`config.mk`:
```
export PLATFORM = sky130hd
export DESIGN_NAME = cq_scan_status
export DESIGN_NICKNAME = d
export VERILOG_FILES = /design/src/rtl/cqs_pkg.sv /design/src/rtl/cqs_trig_sync.sv /design/src/rtl/cqs_start_guard.sv /design/src/rtl/cqs_status_fsm.sv /design/src/rtl/cq_scan_status.sv
export SDC_FILE = /design/constraint.sdc
export NUM_CORES = 1
export LEC_CHECK = 0
export BUFFER_PORTS_ARGS = -buffer_cell sky130_fd_sc_hd__buf_2
export CAP_MARGIN = 15
export CORE_AREA = 2 2 39 41
export CTS_CLUSTER_DIAMETER = 60
export CTS_CLUSTER_SIZE = 28
export DETAILED_ROUTE_END_ITERATION = 8
export DIE_AREA = 0 0 41 43
export MAX_ROUTING_LAYER = met4
export PLACE_DENSITY = 0.64
export SYNTH_ARGS = -nofsm -noshare
export SYNTH_HDL_FRONTEND = slang
export SYNTH_HIERARCHICAL = 1
export SYNTH_SLANG_ARGS = --single-unit
```
`constraint.sdc`:
```
create_clock -name clk -period 1.7 [get_ports clk]
set_clock_uncertainty 0.1 [all_clocks]
set_input_delay 0.34 -clock clk [delete_from_list [all_inputs] [get_ports clk]]
set_output_delay 0.34 -clock clk [all_outputs]
set_load 0.02 [all_outputs]
```
`src/rtl/cqs_pkg.sv`:
```
package cqs_pkg;

  localparam int MODE_W = 3;
  localparam int STAT_W = 2;

  typedef enum logic [MODE_W-1:0] {
    MODE_OFF     = 3'd0,
    MODE_SS_SW   = 3'd1,
    MODE_SS_EDGE = 3'd2,
    MODE_SS_LVL  = 3'd3,
    MODE_CS_EDGE = 3'd4,
    MODE_CS_LVL  = 3'd5
  } cq_mode_e;

  typedef enum logic [STAT_W-1:0] {
    ST_IDLE = 2'b00,
    ST_WAIT = 2'b10,
    ST_TRIG = 2'b11
  } cq_stat_e;

  typedef struct packed {
    logic off;
    logic single;
    logic sw;
    logic edge_t;
    logic lvl_t;
  } mode_dec_t;

  function automatic mode_dec_t decode_mode(input logic [MODE_W-1:0] m);
    mode_dec_t d;
    d = '0;
    case (m)
      MODE_SS_SW:   begin d.single = 1'b1; d.sw = 1'b1; end
      MODE_SS_EDGE: begin d.single = 1'b1; d.edge_t = 1'b1; end
      MODE_SS_LVL:  begin d.single = 1'b1; d.lvl_t = 1'b1; end
      MODE_CS_EDGE: d.edge_t = 1'b1;
      MODE_CS_LVL:  d.lvl_t = 1'b1;
      default:      d.off = 1'b1;
    endcase
    return d;
  endfunction

endpackage

```
`src/rtl/cqs_trig_sync.sv`:
```
module cqs_trig_sync #(
  parameter int STAGES = 2
) (
  input  logic clk,
  input  logic rst,
  input  logic async_in,
  output logic level_o,
  output logic rise_o
);

  logic [STAGES-1:0] chain_q;
  logic              prev_q;

  generate
    if (STAGES == 1) begin : g_single
      always_ff @(posedge clk) begin
        if (rst) chain_q <= '0;
        else     chain_q <= async_in;
      end
    end else begin : g_chain
      always_ff @(posedge clk) begin
        if (rst) chain_q <= '0;
        else     chain_q <= {chain_q[STAGES-2:0], async_in};
      end
    end
  endgenerate

  always_ff @(posedge clk) begin
    if (rst) prev_q <= 1'b0;
    else     prev_q <= chain_q[STAGES-1];
  end

  assign level_o = chain_q[STAGES-1];
  assign rise_o  = chain_q[STAGES-1] & ~prev_q;

endmodule

```
`src/rtl/cqs_start_guard.sv`:
```
module cqs_start_guard (
  input  logic clk,
  input  logic rst,
  input  logic start_flag,
  input  logic clr_pulse,
  output logic flag_eff
);

  // Once a clear has been issued, hold the flag off until it is seen low.
  logic pend_q;

  always_ff @(posedge clk) begin
    if (rst)            pend_q <= 1'b0;
    else if (clr_pulse) pend_q <= 1'b1;
    else if (!start_flag) pend_q <= 1'b0;
  end

  assign flag_eff = start_flag & ~pend_q & ~clr_pulse;

endmodule

```
`src/rtl/cqs_status_fsm.sv`:
```
module cqs_status_fsm
  import cqs_pkg::*;
(
  input  logic              clk,
  input  logic              rst,
  input  logic [MODE_W-1:0] mode,
  input  logic              flag_eff,
  input  logic              trig_lvl,
  input  logic              trig_rise,
  input  logic              pause_req,
  input  logic              last_done,
  output logic [STAT_W-1:0] status,
  output logic              triggered,
  output logic              start_clr
);

  cq_stat_e          stat_q, stat_n;
  logic [MODE_W-1:0] mode_q;
  logic              clr_n;
  logic              trig_hit;
  mode_dec_t         dec;

  always_comb begin
    dec      = decode_mode(mode);
    trig_hit = (dec.sw & flag_eff) | (dec.edge_t & trig_rise) | (dec.lvl_t & trig_lvl);
    stat_n   = stat_q;
    clr_n    = 1'b0;
    if (dec.off) begin
      stat_n = ST_IDLE;
    end else if (mode != mode_q) begin
      if (dec.single && !dec.sw) stat_n = flag_eff ? ST_WAIT : ST_IDLE;
      else                       stat_n = ST_WAIT;
    end else begin
      case (stat_q)
        ST_IDLE: begin
          if (dec.single && flag_eff)
            stat_n = (dec.sw && !pause_req) ? ST_TRIG : ST_WAIT;
        end
        ST_WAIT: begin
          if (!pause_req && trig_hit) stat_n = ST_TRIG;
        end
        ST_TRIG: begin
          if (last_done && dec.single) begin
            stat_n = ST_IDLE;
            clr_n  = 1'b1;
          end else if (last_done && dec.edge_t) begin
            stat_n = ST_WAIT;
          end else if (pause_req) begin
            stat_n = ST_WAIT;
          end else if (dec.lvl_t && !trig_lvl) begin
            stat_n = ST_WAIT;
          end
        end
        default: stat_n = ST_IDLE;
      endcase
    end
  end

  always_ff @(posedge clk) begin
    if (rst) begin
      stat_q    <= ST_IDLE;
      mode_q    <= MODE_OFF;
      triggered <= 1'b0;
      start_clr <= 1'b0;
    end else begin
      stat_q    <= stat_n;
      mode_q    <= mode;
      triggered <= (stat_n == ST_TRIG);
      start_clr <= clr_n;
    end
  end

  assign status = stat_q;

endmodule

```
`src/rtl/cq_scan_status.sv`:
```
module cq_scan_status
  import cqs_pkg::*;
#(
  parameter int SYNC_STAGES = 2
) (
  input  logic              clk,
  input  logic              rst,
  input  logic [MODE_W-1:0] mode,
  input  logic              start_flag,
  input  logic              trig_in,
  input  logic              pause_req,
  input  logic              last_done,
  output logic [STAT_W-1:0] status,
  output logic              triggered,
  output logic              start_clr
);

  logic trig_lvl;
  logic trig_rise;
  logic flag_eff;

  cqs_trig_sync #(.STAGES(SYNC_STAGES)) u_sync (
    .clk      (clk),
    .rst      (rst),
    .async_in (trig_in),
    .level_o  (trig_lvl),
    .rise_o   (trig_rise)
  );

  cqs_start_guard u_guard (
    .clk        (clk),
    .rst        (rst),
    .start_flag (start_flag),
    .clr_pulse  (start_clr),
    .flag_eff   (flag_eff)
  );

  cqs_status_fsm u_fsm (
    .clk       (clk),
    .rst       (rst),
    .mode      (mode),
    .flag_eff  (flag_eff),
    .trig_lvl  (trig_lvl),
    .trig_rise (trig_rise),
    .pause_req (pause_req),
    .last_done (last_done),
    .status    (status),
    .triggered (triggered),
    .start_clr (start_clr)
  );

endmodule

```
Word level (Yosys, flattened, before mapping)
Cells that the tools add are included.
{"block": "word_totals", "reg_bits": 11, "latch_bits": 0, "ramBits": 0, "romBits": 0, "out_inout_bits": 4, "word_cells": 65, "n_memories": 0}
{"block": "op_classes", "addsub": 0, "multipliers": 0, "div_mod_pow": 0, "order_cmp": 0, "eq_ne": 10, "shifts": 0, "n_mux": 19, "bitwise": 13, "reduce_logical": 16}
{"operator": "2-bit 2-to-1 mux", "count": 10}
{"operator": "1-bit 2-to-1 mux", "count": 8}
{"operator": "1-bit logical AND", "count": 7}
{"operator": "1-bit AND", "count": 6}
{"operator": "2-bit equality test (second input constant)", "count": 3}
{"operator": "3-bit by 2-bit equality test with 1-bit output (second input constant)", "count": 2}
{"operator": "3-bit equality test (second input constant)", "count": 2}
{"operator": "2-bit case mux with 3 select lines", "count": 1}
{"operator": "1-bit NOT", "count": 5}
{"operator": "5-bit OR reduction", "count": 1}
{"operator": "2-bit OR reduction", "count": 2}
{"operator": "4-bit OR reduction", "count": 1}
{"operator": "3-bit by 1-bit equality test with 1-bit output (second input constant)", "count": 1}
{"operator": "1-bit zero test", "count": 3}
{"operator": "3-bit inequality test", "count": 1}
{"operator": "3-bit OR reduction", "count": 1}
{"operator": "2-bit zero test", "count": 1}
{"operator": "2-bit by 1-bit inequality test with 1-bit output (second input constant)", "count": 1}
{"operator": "1-bit OR", "count": 2}

Longest topological paths before layout
{"block": "depth", "word_depth": 12, "ltp_mapped": 5, "mapped_depth_nobuf": 5}

By module
The synthesis kept the hierarchy.
{"module": "cqs_status_fsm", "instances": 1, "cells_per_inst": 45, "area_each_um2": 404.1}
{"module": "cqs_trig_sync", "instances": 1, "cells_per_inst": 7, "area_each_um2": 87.6}
{"module": "cqs_start_guard", "instances": 1, "cells_per_inst": 4, "area_each_um2": 41.3}

Least setup slack after synthesis
OpenSTA, ideal clock, no wires.
{"block": "synth_path", "path_type": "input to register", "startpoint": "input mode[0]", "endpoint": "register u_fsm.stat_q[0], in the netlist u_fsm/status[0]", "setup_time_ns": 0.116, "arrival_ns": 1.425, "t_required_ns": 1.484, "path_slack_ns": 0.059, "path_stages": 5, "n_path_buf": 1, "cell_sequence": "buf_2 or2_4 a31o_1 a221o_1 and4_1"}
{"block": "synth_via", "elab_chain_cells": 11}
{"item": "start, declared", "line": "cq_scan_status.sv:8", "text": "input logic [MODE_W-1:0] mode,"}
{"item": "3-bit equality test or 3-bit by 2-bit equality test with 1-bit output (tied branches)", "line": "cqs_pkg.sv:32", "text": "case (m)"}
{"item": "2-bit OR reduction (no source line)"}
{"item": "1-bit 2-to-1 mux", "line": "cqs_pkg.sv:32"}
{"item": "1-bit logical AND or 1-bit AND (tied branches)", "line": "cqs_status_fsm.sv:50, cqs_status_fsm.sv:25"}
{"item": "2-bit 2-to-1 mux or 1-bit OR (tied branches)", "line": "cqs_status_fsm.sv:50, cqs_status_fsm.sv:25"}
{"item": "2-bit 2-to-1 mux or 1-bit OR (tied branches)", "line": "cqs_status_fsm.sv:48, cqs_status_fsm.sv:25"}
{"item": "2-bit 2-to-1 mux or 1-bit logical AND (tied branches)", "line": "cqs_status_fsm.sv:46, cqs_status_fsm.sv:40"}
{"item": "2-bit 2-to-1 mux (on tied branches)", "line": "cqs_status_fsm.sv:43, cqs_status_fsm.sv:40"}
{"item": "2-bit case mux with 3 select lines", "line": "cqs_status_fsm.sv:34", "text": "case (stat_q)"}
{"item": "2-bit 2-to-1 mux", "line": "cqs_status_fsm.sv:30", "text": "end else if (mode != mode_q) begin"}
{"item": "2-bit 2-to-1 mux (*)", "line": "cqs_status_fsm.sv:28", "text": "if (dec.off) begin"}
{"item": "end signal, assigned", "line": "cqs_status_fsm.sv:66", "text": "stat_q <= stat_n;"}
{"item": "end, declared", "line": "cqs_status_fsm.sv:17", "text": "cq_stat_e stat_q, stat_n;"}
Every way passes the cells marked *; elsewhere a longest branch is shown, timed or not.
A chain may end at the register's enable or synchronous reset.

Worst setup path after layout
{"block": "layout_path", "startpoint": "register u_guard.pend_q", "endpoint": "register u_fsm.triggered"}
{"block": "layout_via", "elab_chain_cells": 12}
{"item": "start, declared", "line": "cqs_start_guard.sv:10", "text": "logic pend_q;"}
{"item": "start signal, assigned", "line": "cqs_start_guard.sv:13", "text": "if (rst) pend_q <= 1'b0;"}
{"item": "start signal, assigned", "line": "cqs_start_guard.sv:14", "text": "else if (clr_pulse) pend_q <= 1'b1;"}
{"item": "start signal, assigned", "line": "cqs_start_guard.sv:15", "text": "else if (!start_flag) pend_q <= 1'b0;"}
{"item": "1-bit NOT (*)", "line": "cqs_start_guard.sv:18", "text": "assign flag_eff = start_flag & ~pend_q & ~clr_pulse;"}
{"item": "1-bit AND (*) (2 in a row)", "line": "cqs_start_guard.sv:18"}
{"item": "net flag_eff", "line": "cq_scan_status.sv:20", "text": "logic flag_eff;"}
{"item": "1-bit AND", "line": "cqs_status_fsm.sv:25", "text": "trig_hit = (dec.sw & flag_eff) | (dec.edge_t & trig_rise) | (dec.lvl_t & trig_lvl);"}
{"item": "1-bit OR (2 in a row)", "line": "cqs_status_fsm.sv:25"}
{"item": "1-bit logical AND", "line": "cqs_status_fsm.sv:40", "text": "if (!pause_req && trig_hit) stat_n = ST_TRIG;"}
{"item": "2-bit 2-to-1 mux", "line": "cqs_status_fsm.sv:40"}
{"item": "2-bit case mux with 3 select lines", "line": "cqs_status_fsm.sv:34"}
{"item": "2-bit 2-to-1 mux (*)", "line": "cqs_status_fsm.sv:30"}
{"item": "2-bit 2-to-1 mux (*)", "line": "cqs_status_fsm.sv:28"}
{"item": "2-bit equality test (*)", "line": "cqs_status_fsm.sv:68", "text": "triggered <= (stat_n == ST_TRIG);"}
{"item": "end signal, assigned", "line": "cqs_status_fsm.sv:68"}
{"item": "end, declared", "line": "cqs_status_fsm.sv:13", "text": "output logic triggered,"}
The timed path passes the listed nets; every way through them passes the cells marked *.

==> impl_metrics.env <==
export IMPL_post_route_util=0.468
export IMPL_relSlewSlack=0.781
export IMPL_ir_drop_v=0.000480
export IMPL_setup_viol=0
export IMPL_grt_overflow_total=0
export IMPL_gp_congestion=0.811
export IMPL_final_cell_mix="buf_2, dfxtp_1, nor2b_1, buf_4"
export IMPL_hold_class="in -> reg"
export IMPL_syn_nets=65
export IMPL_ios=13
export IMPL_cts_max_level=1
export IMPL_avgSynthCellArea_um2=9.52
export IMPL_antenna_found_initial=0
export IMPL_post_drt_wl_per_cell_um=12.1
export IMPL_drv_slew=0
export IMPL_path_max_fanout=2
export IMPL_yosys_warnings=6
export IMPL_grt_pass1_vias=423
export IMPL_cellLeakagePower_nw=0.265
export IMPL_placed_area_um2=622
export IMPL_final_common_cell="buf_2"
export IMPL_yosysSeqAreaShare=0.413
export IMPL_drive_gt1_frac=0.342
export IMPL_track_usage=0.151
export IMPL_crit_type="reg -> reg"
export IMPL_cts_tree="built"
export IMPL_grt_max_degree=10
export IMPL_core_um2=1380
export IMPL_yosys_top_cells_area="dfxtp_1, nor2b_1, xnor2_1, and4_1, a21oi_1"
export IMPL_cp_start_kind="register"
export IMPL_drtAntennaViolNets=0
export IMPL_fmax_mhz=617
export IMPL_dr_pass1_iters=4
export IMPL_vias=475
export IMPL_via_per_inst=5.34
export IMPL_synthesis_area_um2=533
export IMPL_synth_top_area_cell="dfxtp_1"
export IMPL_fp_row_count=14
export IMPL_drv_cap=0
export IMPL_die_h_um=43
export IMPL_rsz0062_at_grt="no"
export IMPL_fin_cells=89
export IMPL_clock_sinks=11
export IMPL_cts_buffers_inserted=3
export IMPL_diodes=0
export IMPL_placed_cells=85
export IMPL_worstPathArrival_ns=1.74
export IMPL_postCtsSetupRepairBufs=0
export IMPL_cts_buffer_depth=2
export IMPL_grt_pass1_wl_mm=1.69
export IMPL_clk_insertion_delay_late_ns=0.27
export IMPL_synth_top_cell_area_share=0.413
export IMPL_tightest_slew_ns=0.327
export IMPL_die_area_um2=1760
export IMPL_cts_resized=0
export IMPL_fin_crit_sh=0.953
export IMPL_powerDensity_nw_per_um2=814
export IMPL_drtIter0Drc=16
export IMPL_synthDistinctLibCells=28
export IMPL_die_width_um=41
export IMPL_end_kind="register"
export IMPL_ys_ff_latch=11
export IMPL_holdBufCountCts=0
export IMPL_hold_viol_final=0
export IMPL_cp_data_required_time_ns=1.82
export IMPL_postLayoutCellArea_um2=648
export IMPL_hpwlAfterDp_um=801
export IMPL_numPortBuffers=12
export IMPL_nets=83
export IMPL_synth_cells=56
export IMPL_wl_mm=1.08
export IMPL_start_util=0.385
export IMPL_period_needed_ns=1.62
export IMPL_syn2layout_area_growth_pct=21.6
export IMPL_run_status="finished, final reports clean"
export IMPL_clk_pin_slew_ns=0.07
export IMPL_drc=0
export IMPL_root_buffer="clkbuf_4"
-- power by group --
group / internal (mW) / leakage, nW / switching (mW)
Sequential: 0.267 / 0.0902 / 0.00689
Combinational: 0.0382 / 0.160 / 0.0392
Clock: 0.0909 / 0.0150 / 0.0857
Total: 0.396 / 0.265 / 0.132
-- kinds of logic (layout without fill, tap and decap cells) --
group           count (synthesis)  count (layout)  share of synthesized area
simple gates                   23              23                      0.289
compound gates                 12              12                      0.171
flops                          11              11                      0.413
buf+inv                         6              23                     0.0610
xor+xnor                        4               4                     0.0657
-- area by class of cell --
class	instances	area (µm²)
timing repair buffer	16	90.1
sequential	11	220
inverter	3	11.3
tap	16	20.0
multi-input combinational	39	280
fill	135	736
clock buffer	4	26.3
-- worst max-delay path, stage by stage, from the launching register on --
cell       delay (ns)
dfxtp_1          0.32
nor3b_2          0.22
and4bb_2         0.25
a21oi_1          0.05
a2111oi_2        0.40
and4_1           0.23
-- worst paths after layout --
check / cells past startpoint / endpoint / from / slack (ns)
hold reg to reg: 1 / u_sync/chain_q[1] / u_sync/chain_q[0] / 0.34
setup / recovery: 5 / u_fsm/triggered / u_guard/pend_q / 0.08
hold / removal: 2 / u_sync/chain_q[0] / trig_in / 0.19
setup reg to reg: 5 / u_fsm/triggered / u_guard/pend_q / 0.08
-- per-layer routing --
metal / vias up / track usage / part of all wire
li1: 234 / - / -
met1: 213 / 0.162 / 0.44
met2: 24 / 0.206 / 0.45
met3: 4 / 0.105 / 0.087
met4: 0 / 0.0667 / 0.018
met5: - / - / 0
-- state kept, by name, indices dropped and copies added (netlist names) --
name,flops
u_fsm/triggered,1
u_fsm/start_clr,1
u_guard/pend_q,1
u_sync/chain_q,2
u_fsm/mode_q,3
u_sync/prev_q,1
u_fsm/status,2
-- metrics by stage --
stage / power, mW / worst slack [ns] / hold WS [ns] / TNS, ns
final: 0.528 / 0.0799 / 0.185 / 0
after global routing: 0.558 / 0.0243 / 0.198 / 0
after CTS: 0.534 / 0.0950 / 0.185 / 0
after detailed placement: 0.356 / 0.000383 / 0.329 / 0
after global placement: 0.355 / -0.00501 / 0.323 / -0.00501
after floorplan: 0.329 / 0.0586 / 0.307 / 0
-- Yosys cell counts --
master	number
nand2_1	2
o2111ai_1	1
and4bb_2	1
nand3b_1	1
nor2b_1	5
or2_4	1
and4_1	2
a211oi_1	1
o21ai_0	2
nor2b_2	1
dfxtp_1	11
buf_6	1
nor4_1	1
o31ai_1	1
a221o_1	1
a311oi_1	1
inv_1	3
nand2b_1	2
nor3b_2	1
nand3_1	2
xor2_1	1
nor2_1	3
a31o_1	1
xnor2_1	3
buf_2	2
and2_2	1
a21oi_1	3
a2111oi_2	1
Note: power is estimated with default switching activity, not from simulation.
